`config.mk`:
```
export PLATFORM = sky130hd
export DESIGN_NAME = sdcmd_engine
export DESIGN_NICKNAME = d
export VERILOG_FILES = /design/src/rtl/sdcmd_pkg.sv /design/src/rtl/sdcmd_crc7.sv /design/src/rtl/sdcmd_datapath.sv /design/src/rtl/sdcmd_ctrl.sv /design/src/rtl/sdcmd_engine.sv
export SDC_FILE = /design/constraint.sdc
export NUM_CORES = 1
export LEC_CHECK = 0
export ABC_AREA = 0
export BUFFER_PORTS_ARGS = -buffer_cell sky130_fd_sc_hd__buf_4
export CORE_MARGIN = 2
export CORE_UTILIZATION = 48
export CTS_CLUSTER_DIAMETER = 30
export DETAILED_ROUTE_END_ITERATION = 12
export GPL_TIMING_DRIVEN = 0
export PLACE_DENSITY_LB_ADDON = 0.1
export SLEW_MARGIN = 25
export SYNTH_ARGS = -nofsm -noshare
export SYNTH_HDL_FRONTEND = slang
export SYNTH_SLANG_ARGS = --single-unit
```
`constraint.sdc`:
```
create_clock -name clk -period 2.7 [get_ports clk]
set_clock_uncertainty 0.15 [all_clocks]
set_input_delay 0.27 -clock clk [delete_from_list [all_inputs] [get_ports clk]]
set_output_delay 0.27 -clock clk [all_outputs]
set_load 0.05 [all_outputs]
```
`src/rtl/sdcmd_pkg.sv`:
```
package sdcmd_pkg;
  localparam int CMD_BITS   = 48;
  localparam int LONG_BITS  = 136;
  localparam int CRC_COVER  = 40;
  localparam int CRC_W      = 7;
  localparam int LONG_SKIP  = 8;
  localparam int LONG_KEEP  = LONG_BITS - 16;

  typedef enum logic [1:0] {
    RT_NONE  = 2'b00,
    RT_LONG  = 2'b01,
    RT_SHORT = 2'b10,
    RT_BUSY  = 2'b11
  } respKind_e;

  typedef enum logic [1:0] {
    DRV_TX  = 2'b00,
    DRV_CRC = 2'b01,
    DRV_END = 2'b10
  } drvSel_e;

  typedef enum logic [2:0] {
    ST_IDLE,
    ST_SEND,
    ST_WAIT,
    ST_RECV,
    ST_CHECK
  } cmdState_e;

  typedef struct packed {
    logic    loadTx;
    logic    txAdv;
    logic    crcOut;
    logic    crcClr;
    logic    rxClr;
    logic    rxAdv;
    logic    rxCrcEn;
    logic    cap48;
    logic    cap136;
    drvSel_e drvSel;
  } dpStrobe_t;
endpackage

```
`src/rtl/sdcmd_crc7.sv`:
```
module sdcmd_crc7 #(
  parameter int                 WIDTH = 7,
  parameter logic [WIDTH-1:0]   POLY  = 7'h09
) (
  input  logic             clk,
  input  logic             rstN,
  input  logic             clr,
  input  logic             updEn,
  input  logic             updBit,
  input  logic             shiftEn,
  output logic [WIDTH-1:0] crcVal
);
  logic fb;
  assign fb = updBit ^ crcVal[WIDTH-1];

  always_ff @(posedge clk or negedge rstN) begin
    if (!rstN)        crcVal <= '0;
    else if (clr)     crcVal <= '0;
    else if (updEn)   crcVal <= {crcVal[WIDTH-2:0], 1'b0} ^ (fb ? POLY : '0);
    else if (shiftEn) crcVal <= {crcVal[WIDTH-2:0], 1'b0};
  end
endmodule

```
`src/rtl/sdcmd_datapath.sv`:
```
module sdcmd_datapath
  import sdcmd_pkg::*;
#(
  parameter int IDX_W  = 6,
  parameter int ARG_W  = 32,
  parameter int RESP_W = 128
) (
  input  logic              clk,
  input  logic              rstN,
  input  dpStrobe_t         stb,
  input  logic [IDX_W-1:0]  idxIn,
  input  logic [ARG_W-1:0]  argIn,
  input  logic              cmdLineIn,
  output logic              cmdLineOut,
  output logic              crcOk,
  output logic [IDX_W-1:0]  rxIndex,
  output logic [RESP_W-1:0] respWords
);
  localparam int TX_W    = 2 + IDX_W + ARG_W;
  localparam int RX_W    = LONG_BITS;
  localparam int IDX_LSB = ARG_W + 8;

  logic [TX_W-1:0]  txShift;
  logic [RX_W-1:0]  rxShift;
  logic [CRC_W-1:0] crcVal;
  logic             crcUpd;
  logic             crcBit;

  assign crcUpd = stb.txAdv | (stb.rxAdv & stb.rxCrcEn);
  assign crcBit = stb.txAdv ? txShift[TX_W-1] : cmdLineIn;

  sdcmd_crc7 #(.WIDTH(CRC_W), .POLY(7'h09)) crc_i (
    .clk     (clk),
    .rstN    (rstN),
    .clr     (stb.loadTx | stb.crcClr),
    .updEn   (crcUpd),
    .updBit  (crcBit),
    .shiftEn (stb.crcOut),
    .crcVal  (crcVal)
  );

  always_ff @(posedge clk or negedge rstN) begin
    if (!rstN)              txShift <= '0;
    else if (stb.loadTx)    txShift <= {2'b01, idxIn, argIn};
    else if (stb.txAdv)     txShift <= {txShift[TX_W-2:0], 1'b0};
  end

  always_ff @(posedge clk or negedge rstN) begin
    if (!rstN)              rxShift <= '0;
    else if (stb.rxClr)     rxShift <= '0;
    else if (stb.rxAdv)     rxShift <= {rxShift[RX_W-2:0], cmdLineIn};
  end

  always_ff @(posedge clk or negedge rstN) begin
    if (!rstN)              respWords <= '0;
    else if (stb.cap136)    respWords <= {{(RESP_W-LONG_KEEP){1'b0}}, rxShift[LONG_KEEP+7:8]};
    else if (stb.cap48)     respWords[ARG_W-1:0] <= rxShift[ARG_W+7:8];
  end

  always_comb begin
    unique case (stb.drvSel)
      DRV_TX:  cmdLineOut = txShift[TX_W-1];
      DRV_CRC: cmdLineOut = crcVal[CRC_W-1];
      default: cmdLineOut = 1'b1;
    endcase
  end

  assign crcOk   = (crcVal == rxShift[CRC_W:1]);
  assign rxIndex = rxShift[IDX_LSB+IDX_W-1:IDX_LSB];

  logic unusedRxBits;
  assign unusedRxBits = ^{rxShift[RX_W-1:LONG_KEEP+8], rxShift[0]};
endmodule

```
`src/rtl/sdcmd_ctrl.sv`:
```
module sdcmd_ctrl
  import sdcmd_pkg::*;
#(
  parameter int IDX_W    = 6,
  parameter int TO_TICKS = 64
) (
  input  logic             clk,
  input  logic             rstN,
  input  logic             bitTick,
  input  logic             cmdWrite,
  input  logic [15:0]      cmdWord,
  input  logic             cmdLineIn,
  input  logic             dat0,
  input  logic             stsClr,
  input  logic [31:0]      stsClrMask,
  input  logic             crcOk,
  input  logic [IDX_W-1:0] rxIndex,
  output dpStrobe_t        stb,
  output logic             cmdInhibit,
  output logic             datInhibit,
  output logic             cmdLineOe,
  output logic [31:0]      irqStatus
);
  localparam int CNT_W = $clog2(LONG_BITS);
  localparam int TO_W  = $clog2(TO_TICKS + 1);
  localparam logic [CNT_W-1:0] LAST_TX    = CNT_W'(CMD_BITS - 1);
  localparam logic [CNT_W-1:0] LAST_SHORT = CNT_W'(CMD_BITS - 1);
  localparam logic [CNT_W-1:0] LAST_LONG  = CNT_W'(LONG_BITS - 1);
  localparam logic [CNT_W-1:0] TX_CRC_AT  = CNT_W'(CRC_COVER);
  localparam logic [CNT_W-1:0] TX_END_AT  = CNT_W'(CRC_COVER + CRC_W);
  localparam logic [CNT_W-1:0] LONG_LO    = CNT_W'(LONG_SKIP);
  localparam logic [CNT_W-1:0] LONG_HI    = CNT_W'(LONG_SKIP + LONG_KEEP);
  localparam logic [TO_W-1:0]  TO_LAST    = TO_W'(TO_TICKS - 1);

  cmdState_e        state;
  logic [CNT_W-1:0] bitCnt;
  logic [TO_W-1:0]  waitCnt;
  logic [IDX_W-1:0] curIdx;
  respKind_e        curKind;
  logic             curIdxChk, curCrcChk;
  logic             busyWatch;

  // status: 0 done, 1 xfer done, 2 timeout, 3 crc error, 4 index error
  logic [4:0] sts, stsSet, stsClrVec;

  respKind_e newKind;
  logic accept, isShort, isBusy, sendEnd, startSeen, timeoutNow;
  logic crcBad, idxBad, busyEnd;
  logic [CNT_W-1:0] lastRx;

  assign newKind    = respKind_e'(cmdWord[1:0]);
  assign accept     = cmdWrite && !cmdInhibit &&
                      !(datInhibit && (newKind == RT_BUSY || cmdWord[5]));
  assign isShort    = (curKind == RT_SHORT) || (curKind == RT_BUSY);
  assign isBusy     = (curKind == RT_BUSY);
  assign lastRx     = isShort ? LAST_SHORT : LAST_LONG;
  assign sendEnd    = (state == ST_SEND) && bitTick && (bitCnt == LAST_TX);
  assign startSeen  = (state == ST_WAIT) && bitTick && !cmdLineIn;
  assign timeoutNow = (state == ST_WAIT) && bitTick && cmdLineIn && (waitCnt == TO_LAST);
  assign crcBad     = curCrcChk && !crcOk;
  assign idxBad     = curIdxChk && isShort && (rxIndex != curIdx);
  assign busyEnd    = busyWatch && bitTick && dat0;

  always_comb begin
    stb        = '0;
    stb.drvSel = DRV_END;
    cmdLineOe  = 1'b0;
    unique case (state)
      ST_IDLE: begin
        stb.loadTx = accept;
        stb.rxClr  = accept;
      end
      ST_SEND: begin
        cmdLineOe = 1'b1;
        if (bitCnt < TX_CRC_AT)      stb.drvSel = DRV_TX;
        else if (bitCnt < TX_END_AT) stb.drvSel = DRV_CRC;
        if (bitTick) begin
          stb.txAdv  = (bitCnt < TX_CRC_AT);
          stb.crcOut = (bitCnt >= TX_CRC_AT) && (bitCnt < TX_END_AT);
          stb.crcClr = (bitCnt == LAST_TX);
        end
      end
      ST_WAIT: begin
        stb.rxAdv   = startSeen;
        stb.rxCrcEn = startSeen && isShort;
      end
      ST_RECV: begin
        stb.rxAdv   = bitTick;
        stb.rxCrcEn = bitTick && (isShort ? (bitCnt < TX_CRC_AT)
                                          : (bitCnt >= LONG_LO && bitCnt < LONG_HI));
      end
      ST_CHECK: begin
        stb.cap48  = isShort;
        stb.cap136 = !isShort;
      end
      default: ;
    endcase
  end

  always_ff @(posedge clk or negedge rstN) begin
    if (!rstN) begin
      state      <= ST_IDLE;
      bitCnt     <= '0;
      waitCnt    <= '0;
      curIdx     <= '0;
      curKind    <= RT_NONE;
      curIdxChk  <= 1'b0;
      curCrcChk  <= 1'b0;
      cmdInhibit <= 1'b0;
      datInhibit <= 1'b0;
      busyWatch  <= 1'b0;
    end else begin
      if (busyEnd) begin
        busyWatch  <= 1'b0;
        datInhibit <= 1'b0;
      end
      unique case (state)
        ST_IDLE: if (accept) begin
          state      <= ST_SEND;
          bitCnt     <= '0;
          curIdx     <= cmdWord[13:8];
          curKind    <= newKind;
          curIdxChk  <= cmdWord[4];
          curCrcChk  <= cmdWord[3];
          cmdInhibit <= 1'b1;
          if (newKind == RT_BUSY) datInhibit <= 1'b1;
        end
        ST_SEND: if (bitTick) begin
          if (bitCnt == LAST_TX) begin
            if (curKind == RT_NONE) begin
              state      <= ST_IDLE;
              cmdInhibit <= 1'b0;
            end else begin
              state   <= ST_WAIT;
              waitCnt <= '0;
            end
          end else begin
            bitCnt <= bitCnt + 1'b1;
          end
        end
        ST_WAIT: begin
          if (startSeen) begin
            state  <= ST_RECV;
            bitCnt <= CNT_W'(1);
          end else if (timeoutNow) begin
            state      <= ST_IDLE;
            cmdInhibit <= 1'b0;
            if (isBusy) datInhibit <= 1'b0;
          end else if (bitTick) begin
            waitCnt <= waitCnt + 1'b1;
          end
        end
        ST_RECV: if (bitTick) begin
          if (bitCnt == lastRx) state <= ST_CHECK;
          else                  bitCnt <= bitCnt + 1'b1;
        end
        ST_CHECK: begin
          state      <= ST_IDLE;
          cmdInhibit <= 1'b0;
          if (isBusy) begin
            if (crcBad || idxBad) datInhibit <= 1'b0;
            else                  busyWatch  <= 1'b1;
          end
        end
        default: state <= ST_IDLE;
      endcase
    end
  end

  always_comb begin
    stsSet[0] = (sendEnd && curKind == RT_NONE) || (state == ST_CHECK);
    stsSet[1] = busyEnd;
    stsSet[2] = timeoutNow;
    stsSet[3] = (state == ST_CHECK) && crcBad;
    stsSet[4] = (state == ST_CHECK) && idxBad;
    stsClrVec = stsClr ? {stsClrMask[19], stsClrMask[17], stsClrMask[16],
                          stsClrMask[1], stsClrMask[0]} : 5'b0;
  end

  always_ff @(posedge clk or negedge rstN) begin
    if (!rstN) sts <= '0;
    else       sts <= stsSet | (sts & ~stsClrVec);
  end

  assign irqStatus = {12'b0, sts[4], 1'b0, sts[3], sts[2], |sts[4:2],
                      13'b0, sts[1], sts[0]};

  logic unusedInBits;
  assign unusedInBits = ^{cmdWord[15:14], cmdWord[7:6], cmdWord[2],
                          stsClrMask[31:20], stsClrMask[18], stsClrMask[15:2]};
endmodule

```
`src/rtl/sdcmd_engine.sv`:
```
module sdcmd_engine
  import sdcmd_pkg::*;
#(
  parameter int TO_TICKS = 64
) (
  input  logic         clk,
  input  logic         rstN,
  input  logic         bitTick,
  input  logic         cmdWrite,
  input  logic [15:0]  cmdWord,
  input  logic [31:0]  cmdArg,
  input  logic         stsClr,
  input  logic [31:0]  stsClrMask,
  input  logic         cmdLineIn,
  output logic         cmdLineOut,
  output logic         cmdLineOe,
  input  logic [3:0]   datIn,
  output logic [31:0]  presState,
  output logic [31:0]  irqStatus,
  output logic [127:0] respWords
);
  localparam int IDX_W = 6;

  dpStrobe_t        stb;
  logic             crcOk;
  logic [IDX_W-1:0] rxIndex;
  logic             cmdInhibit, datInhibit;

  sdcmd_ctrl #(.IDX_W(IDX_W), .TO_TICKS(TO_TICKS)) ctrl_i (
    .clk        (clk),
    .rstN       (rstN),
    .bitTick    (bitTick),
    .cmdWrite   (cmdWrite),
    .cmdWord    (cmdWord),
    .cmdLineIn  (cmdLineIn),
    .dat0       (datIn[0]),
    .stsClr     (stsClr),
    .stsClrMask (stsClrMask),
    .crcOk      (crcOk),
    .rxIndex    (rxIndex),
    .stb        (stb),
    .cmdInhibit (cmdInhibit),
    .datInhibit (datInhibit),
    .cmdLineOe  (cmdLineOe),
    .irqStatus  (irqStatus)
  );

  sdcmd_datapath #(.IDX_W(IDX_W), .ARG_W(32), .RESP_W(128)) dp_i (
    .clk        (clk),
    .rstN       (rstN),
    .stb        (stb),
    .idxIn      (cmdWord[13:8]),
    .argIn      (cmdArg),
    .cmdLineIn  (cmdLineIn),
    .cmdLineOut (cmdLineOut),
    .crcOk      (crcOk),
    .rxIndex    (rxIndex),
    .respWords  (respWords)
  );

  assign presState = {8'b0, datIn, 18'b0, datInhibit, cmdInhibit};
endmodule

```
; After elaboration in Yosys (flattened, before gate mapping)
; Cells that the tools add are included.
[word_totals]
input_bits = 90
out_inout_bits = 194
reg_bits = 331
wordCells = 172
[classes]
magnitude_cmp = 5
n_addsub = 2
bitwise = 8
mux = 67
n_reduce_logical = 46
n_eq_ne = 28
[ops]
columns = cell, n
row1 = 128-bit 2-to-1 mux, 2
row2 = 40-bit 2-to-1 mux, 2
row3 = 32-bit 2-to-1 mux, 2
row4 = 7-bit 2-to-1 mux, 9
row5 = 8-bit 2-to-1 mux, 7
row6 = 8-bit one-hot mux with 4 select lines, 1
row7 = 3-bit 2-to-1 mux, 9
row8 = 1-bit 2-to-1 mux, 22
row9 = 1-bit logical AND, 21
row10 = 7-bit AND reduction, 3
row11 = "2-bit inequality test, second input constant", 10
row12 = "8-bit by 6-bit < comparator with 1-bit output, second input constant", 2
row13 = 7-bit one-hot mux with 2 select lines, 1
row14 = 3-bit one-hot mux with 4 select lines, 1
row15 = 2-bit 2-to-1 mux, 5
row16 = "8-bit by 1-bit adder with 8-bit output, second input constant", 1
row17 = "8-bit by 6-bit == test with 1-bit output, second input constant", 1
row18 = 8-bit == test, 1
row19 = "8-bit by 4-bit >= comparator with 1-bit output, second input constant", 1
row20 = "8-bit by 6-bit >= comparator with 1-bit output, second input constant", 1
row21 = "8-bit < comparator, second input constant", 1
row22 = "2-bit by 1-bit inequality test with 1-bit output, second input constant", 4
row23 = 2-bit nonzero test, 4
row24 = 4-bit nonzero test, 2
row25 = 31 further kinds, 43

; Depth between registers and ports, before layout
[depth]
depth_word = 10
ltp_mapped = 8
ltp_nobuf = 6

; Hierarchy
; Synthesis repeated with hierarchy kept, for this count alone.
[hier_totals]
cells_unflattened = 1195
area_unflattened_um2 = 14755.4
[by_module_without_submodules]
columns = module, instances, cells_per_inst, area_per_inst_um2
row1 = sdcmd_datapath, 1, 868, 11816.3
row2 = sdcmd_ctrl, 1, 262, 2388.5
row3 = sdcmd_crc7, 1, 32, 306.5
row4 = sdcmd_engine, 1, 33, 244.0

; Least setup slack after synthesis
; Ideal clock, no wire load.
[synth_path]
path_type = register to output
startpoint = register ctrl_i.state[1]
endpoint = output cmdLineOut
arrival_time_ps = 2059
path_stages_with_launch = 5
t_required_ps = 2280
setup_slack_ps = 221
path_cell_list = dfrtp_1 -> clkbuf_1 -> clkbuf_1 -> nor2_1 -> nand2_1
[synth_between]
elab_chain_len = 4
word_cells_on_any_way = 5
classes_between = eq/ne: 2 / mux: 2 / reduce/logical: 1
[synth_lines]
columns = item, line_no
row1 = start: declaration, sdcmd_ctrl.sv:35  ; cmdState_e state;
row2 = start signal: assignment, sdcmd_ctrl.sv:102  ; state <= ST_IDLE;
row3 = start signal: assignment, sdcmd_ctrl.sv:119  ; state <= ST_SEND;
row4 = start signal: assignment, sdcmd_ctrl.sv:131  ; state <= ST_IDLE;
row5 = 3-bit by 1-bit == test with 1-bit output (*), sdcmd_ctrl.sv:68  ; unique case (state)
row6 = 2-bit 2-to-1 mux (*), sdcmd_ctrl.sv:68
row7 = 2-bit by 1-bit == test with 1-bit output / 2-bit logical NOT (equally long branches), sdcmd_datapath.sv:61  ; unique case (stb.drvSel)
row8 = 1-bit one-hot mux with 2 select lines (*), sdcmd_datapath.sv:61
row9 = end: declaration, sdcmd_engine.sv:15  ; output logic cmdLineOut,
; Every way passes the cells marked *; elsewhere a longest branch is shown, timed or not.

; Worst setup path in the final report
[layout_path]
startpoint = register ctrl_i.bitCnt[7]
endpoint = output cmdLineOut
[layout_between]
elab_chain_len = 6
word_cells_on_any_way = 8
classes_between = order compare: 2 / eq/ne: 1 / mux: 4 / reduce/logical: 1
[layout_lines]
columns = item, line_no
row1 = start: declaration, sdcmd_ctrl.sv:36  ; logic [CNT_W-1:0] bitCnt;
row2 = start signal: assignment, sdcmd_ctrl.sv:138  ; bitCnt <= bitCnt + 1'b1;
row3 = start signal: assignment, sdcmd_ctrl.sv:155  ; else bitCnt <= bitCnt + 1'b1;
row4 = 8-bit by 6-bit < comparator with 1-bit output, sdcmd_ctrl.sv:76  ; else if (bitCnt < TX_END_AT) stb.drvSel = DRV_CRC;
row5 = 2-bit 2-to-1 mux, sdcmd_ctrl.sv:76
row6 = 2-bit 2-to-1 mux (*), sdcmd_ctrl.sv:75  ; if (bitCnt < TX_CRC_AT) stb.drvSel = DRV_TX;
row7 = 2-bit 2-to-1 mux (*), sdcmd_ctrl.sv:68
row8 = 2-bit by 1-bit == test with 1-bit output / 2-bit logical NOT (equally long branches), sdcmd_datapath.sv:61
row9 = 1-bit one-hot mux with 2 select lines (*), sdcmd_datapath.sv:61
; Marked as above.

==> qor.csv <==
metric;value;unit
clk_latency;570;ps
rsz0062_at_grt;true;
routed_wl;35400;um
drt-pass1-iter-count;5;
tightest_slew;927;ps
cts_tree;yes;
utilization;67.5;%
clock.fmax;0.379;GHz
syn_area;14300;um2
drtIter0Drc;670;
h-tree-depth;3;
placed_cells;2032;
hold_path.class;input port to register;
post-dp-hpwl;22700;um
drive_above_1_share;29.0;%
ir_worst_vdd;0.677;mV
path_max_fanout;7;
die_x;176;um
clock_path_buffers;3;
cts_sinks;331;
ys_types;64;
postRouteAntennaNets;0;
drc;0;
hold_violations;0;
vias;11220;
finalPower;18.2;mW
dr_wl_met3;1960;um
endpoint_kind;primary output;
clk_pin_slew;40;ps
die_y;176;um
wl_per_cell;15.8;um
grt_pass1_vias;10933;
place_congestion;0.832;
ys_warn_count;0;
placementRows;63;
syn_avg_cell_area;10.3;um2
drv_slew;0;
io_buffers;187;
leakage;10.2;nW
antenna_found_initial;1;
fin_nets;1873;
p_per_area;915;nW/um2
drv_cap;0;
yosysSeqAreaShare;58.0;%
boundaryPins;284;
top_layer_used;met4;
status;complete, no violations;
fillCellCount;2290;
fin_crit_sh;97.7;%
grt_pass1_wl;57200;um
area_growth;39.4;%
synth_edf_count;0;
synthArstFlopShare;100;%
crit_type;register to primary output;
setup_viol_count_final;0;
arrival;2220;ps
cts-buffers-inserted;79;
synthCells;1392;
die-area;31100;um2
whs;63.3;ps
critPathLaunchType;register;
via_per_inst;5.02;
core_area;29500;um2
setup_slack;62.1;ps
root_buffer;clkbuf_16;
fin_crit;2640;ps
route.met2.wl;16800;um
place_worst_setup_slack;-357;ps
crit_required;2280;ps
fin_cells;2234;
grt-ovfl-total;0;
met1Wirelength;15800;um
start_util;48.4;%
ys_seq_elements;331;
grt_max_degree;91;
slew_headroom;37.4;%
track_usage;22.9;%
ys.flop_type;dfrtp_1;
-- worst paths after layout --
path                       slack [ps]              from  cells after the start                   end
setup / recovery                   60  ctrl_i.bitCnt[7]                      5            cmdLineOut
hold / removal                     60         cmdLineIn                      3       dp_i.rxShift[0]
setup reg to reg                  150  ctrl_i.bitCnt[3]                      6  dp_i.crc_i.crcVal[0]
hold reg to reg                   320  dp_i.txShift[37]                      2      dp_i.txShift[38]
max in group asynchronous         490              rstN                      6    dp_i.respWords[99]
min in group asynchronous         520              rstN                      3         ctrl_i.sts[2]
-- what timing repair did --
item                                    in CTS  in global routing
hold endpoints to repair                   243                  0
pin swaps                                    0                  1
endpoints found under the setup margin     178                161
resized for setup                           10                 49
setup buffers                                0                  2
hold buffers                                56                  0
-- registers in the layout (all words and copies together) (netlist names) --
register / cells
ctrl_i.waitCnt: 7
ctrl_i.sts: 5
ctrl_i.cmdInhibit: 1
dp_i.respWords: 120
ctrl_i.busyWatch: 1
dp_i.rxShift: 128
ctrl_i.state: 3
ctrl_i.curIdxChk: 1
dp_i.txShift: 40
ctrl_i.curKind: 2
ctrl_i.curCrcChk: 1
ctrl_i.datInhibit: 1
ctrl_i.bitCnt: 8
dp_i.crc_i.crcVal: 7
ctrl_i.curIdx: 6
-- layout by cell type, fill, tap and decap left out, types with 5 or more instances in the layout --
| cell type | count |
|---|---|
| clkbuf_1 | 53 |
| clkbuf_16 | 81 |
| clkinv_4 | 5 |
| nand2b_1 | 13 |
| dlygate4sd3_1 | 56 |
| xor2_1 | 5 |
| and3_1 | 5 |
| a21o_1 | 32 |
| xnor2_1 | 8 |
| conb_1 | 60 |
| a21oi_1 | 137 |
| bufinv_16 | 9 |
| nor2_1 | 23 |
| mux2_2 | 89 |
| nand2_1 | 418 |
| buf_1 | 6 |
| clkinvlp_4 | 9 |
| buf_2 | 12 |
| o21ai_0 | 23 |
| nand3_1 | 9 |
| a22o_1 | 31 |
| nor2b_1 | 7 |
| nor3_1 | 9 |
| clkbuf_8 | 9 |
| buf_4 | 255 |
| clkinv_2 | 12 |
| mux2i_1 | 12 |
| clkbuf_2 | 22 |
| dfrtp_1 | 329 |
| inv_1 | 11 |
-- synthesized netlist by cell type, drive strengths merged, types with 5 or more instances --
cell type,count,area [um2]
a21o,32,240
a21oi,137,686
a22o,31,272
and3,5,31.3
buf,87,601
clkbuf,63,236
dfrtp,331,8280
inv,11,41.3
mux2,90,1020
mux2i,12,120
nand2,419,1570
nand2b,15,101
nand3,9,45.0
nor2,25,93.8
nor2b,7,43.8
nor3,10,61.3
o21ai,25,129
xnor2,8,70.1
xor2,5,43.8
-- final cells by class --
class	instances	area (um2)	share of cell area (%)
antenna	1	2.50	0.0126
buffer	150	868	4.36
clock buffer	102	2200	11.0
clock inverter	41	538	2.70
inverter	11	41.3	0.207
multi-input combinational	959	5380	27.0
sequential	331	8290	41.6
tap	390	488	2.45
timing repair buffer	249	2100	10.6
-- through the flow --
| step | area [um2] | setup TNS, ps |
|---|---|---|
| after global placement | 16400 | -673720 |
| after detailed placement | 16500 | -31720 |
| final | 19900 | 0 |
| after floorplan | 14500 | 0 |
| after CTS | 19800 | 0 |
| after global routing | 19900 | 0 |
-- kinds of logic (layout without fill, tap and decap cells) --
logic type | Yosys count | in the layout | share of synthesized area, %
compound gates | 266 | 266 | 11.8
xor+xnor | 13 | 13 | 0.798
fa+ha+maj | 2 | 2 | 0.175
buf+inv | 161 | 553 | 6.15
flops | 331 | 331 | 58.0
mux | 102 | 102 | 7.97
other cells | 1 | 61 | 0.0263
simple gates | 516 | 516 | 15.0
-- where the power goes --
group	leakage (nW)	total [mW]	internal [mW]	switching, mW
combinational	4.31	2.84	1.10	1.73
sequential	4.53	5.83	5.47	0.362
clock	1.31	9.55	6.59	2.95
-- routing by layer --
layer / up-vias / track usage, %
met5: - / 0
met4: 0 / 7.95
met3: 66 / 5.21
met2: 283 / 35.9
met1: 5485 / 31.4
li1: 5386 / -
-- worst max-delay path, stage by stage, from the launching register on --
cell	delay, ps
dfrtp_2	430
or4b_1	520
buf_4	180
o32ai_4	260
nand2_1	110
buf_6	160
(Power assumes the default switching activity.)
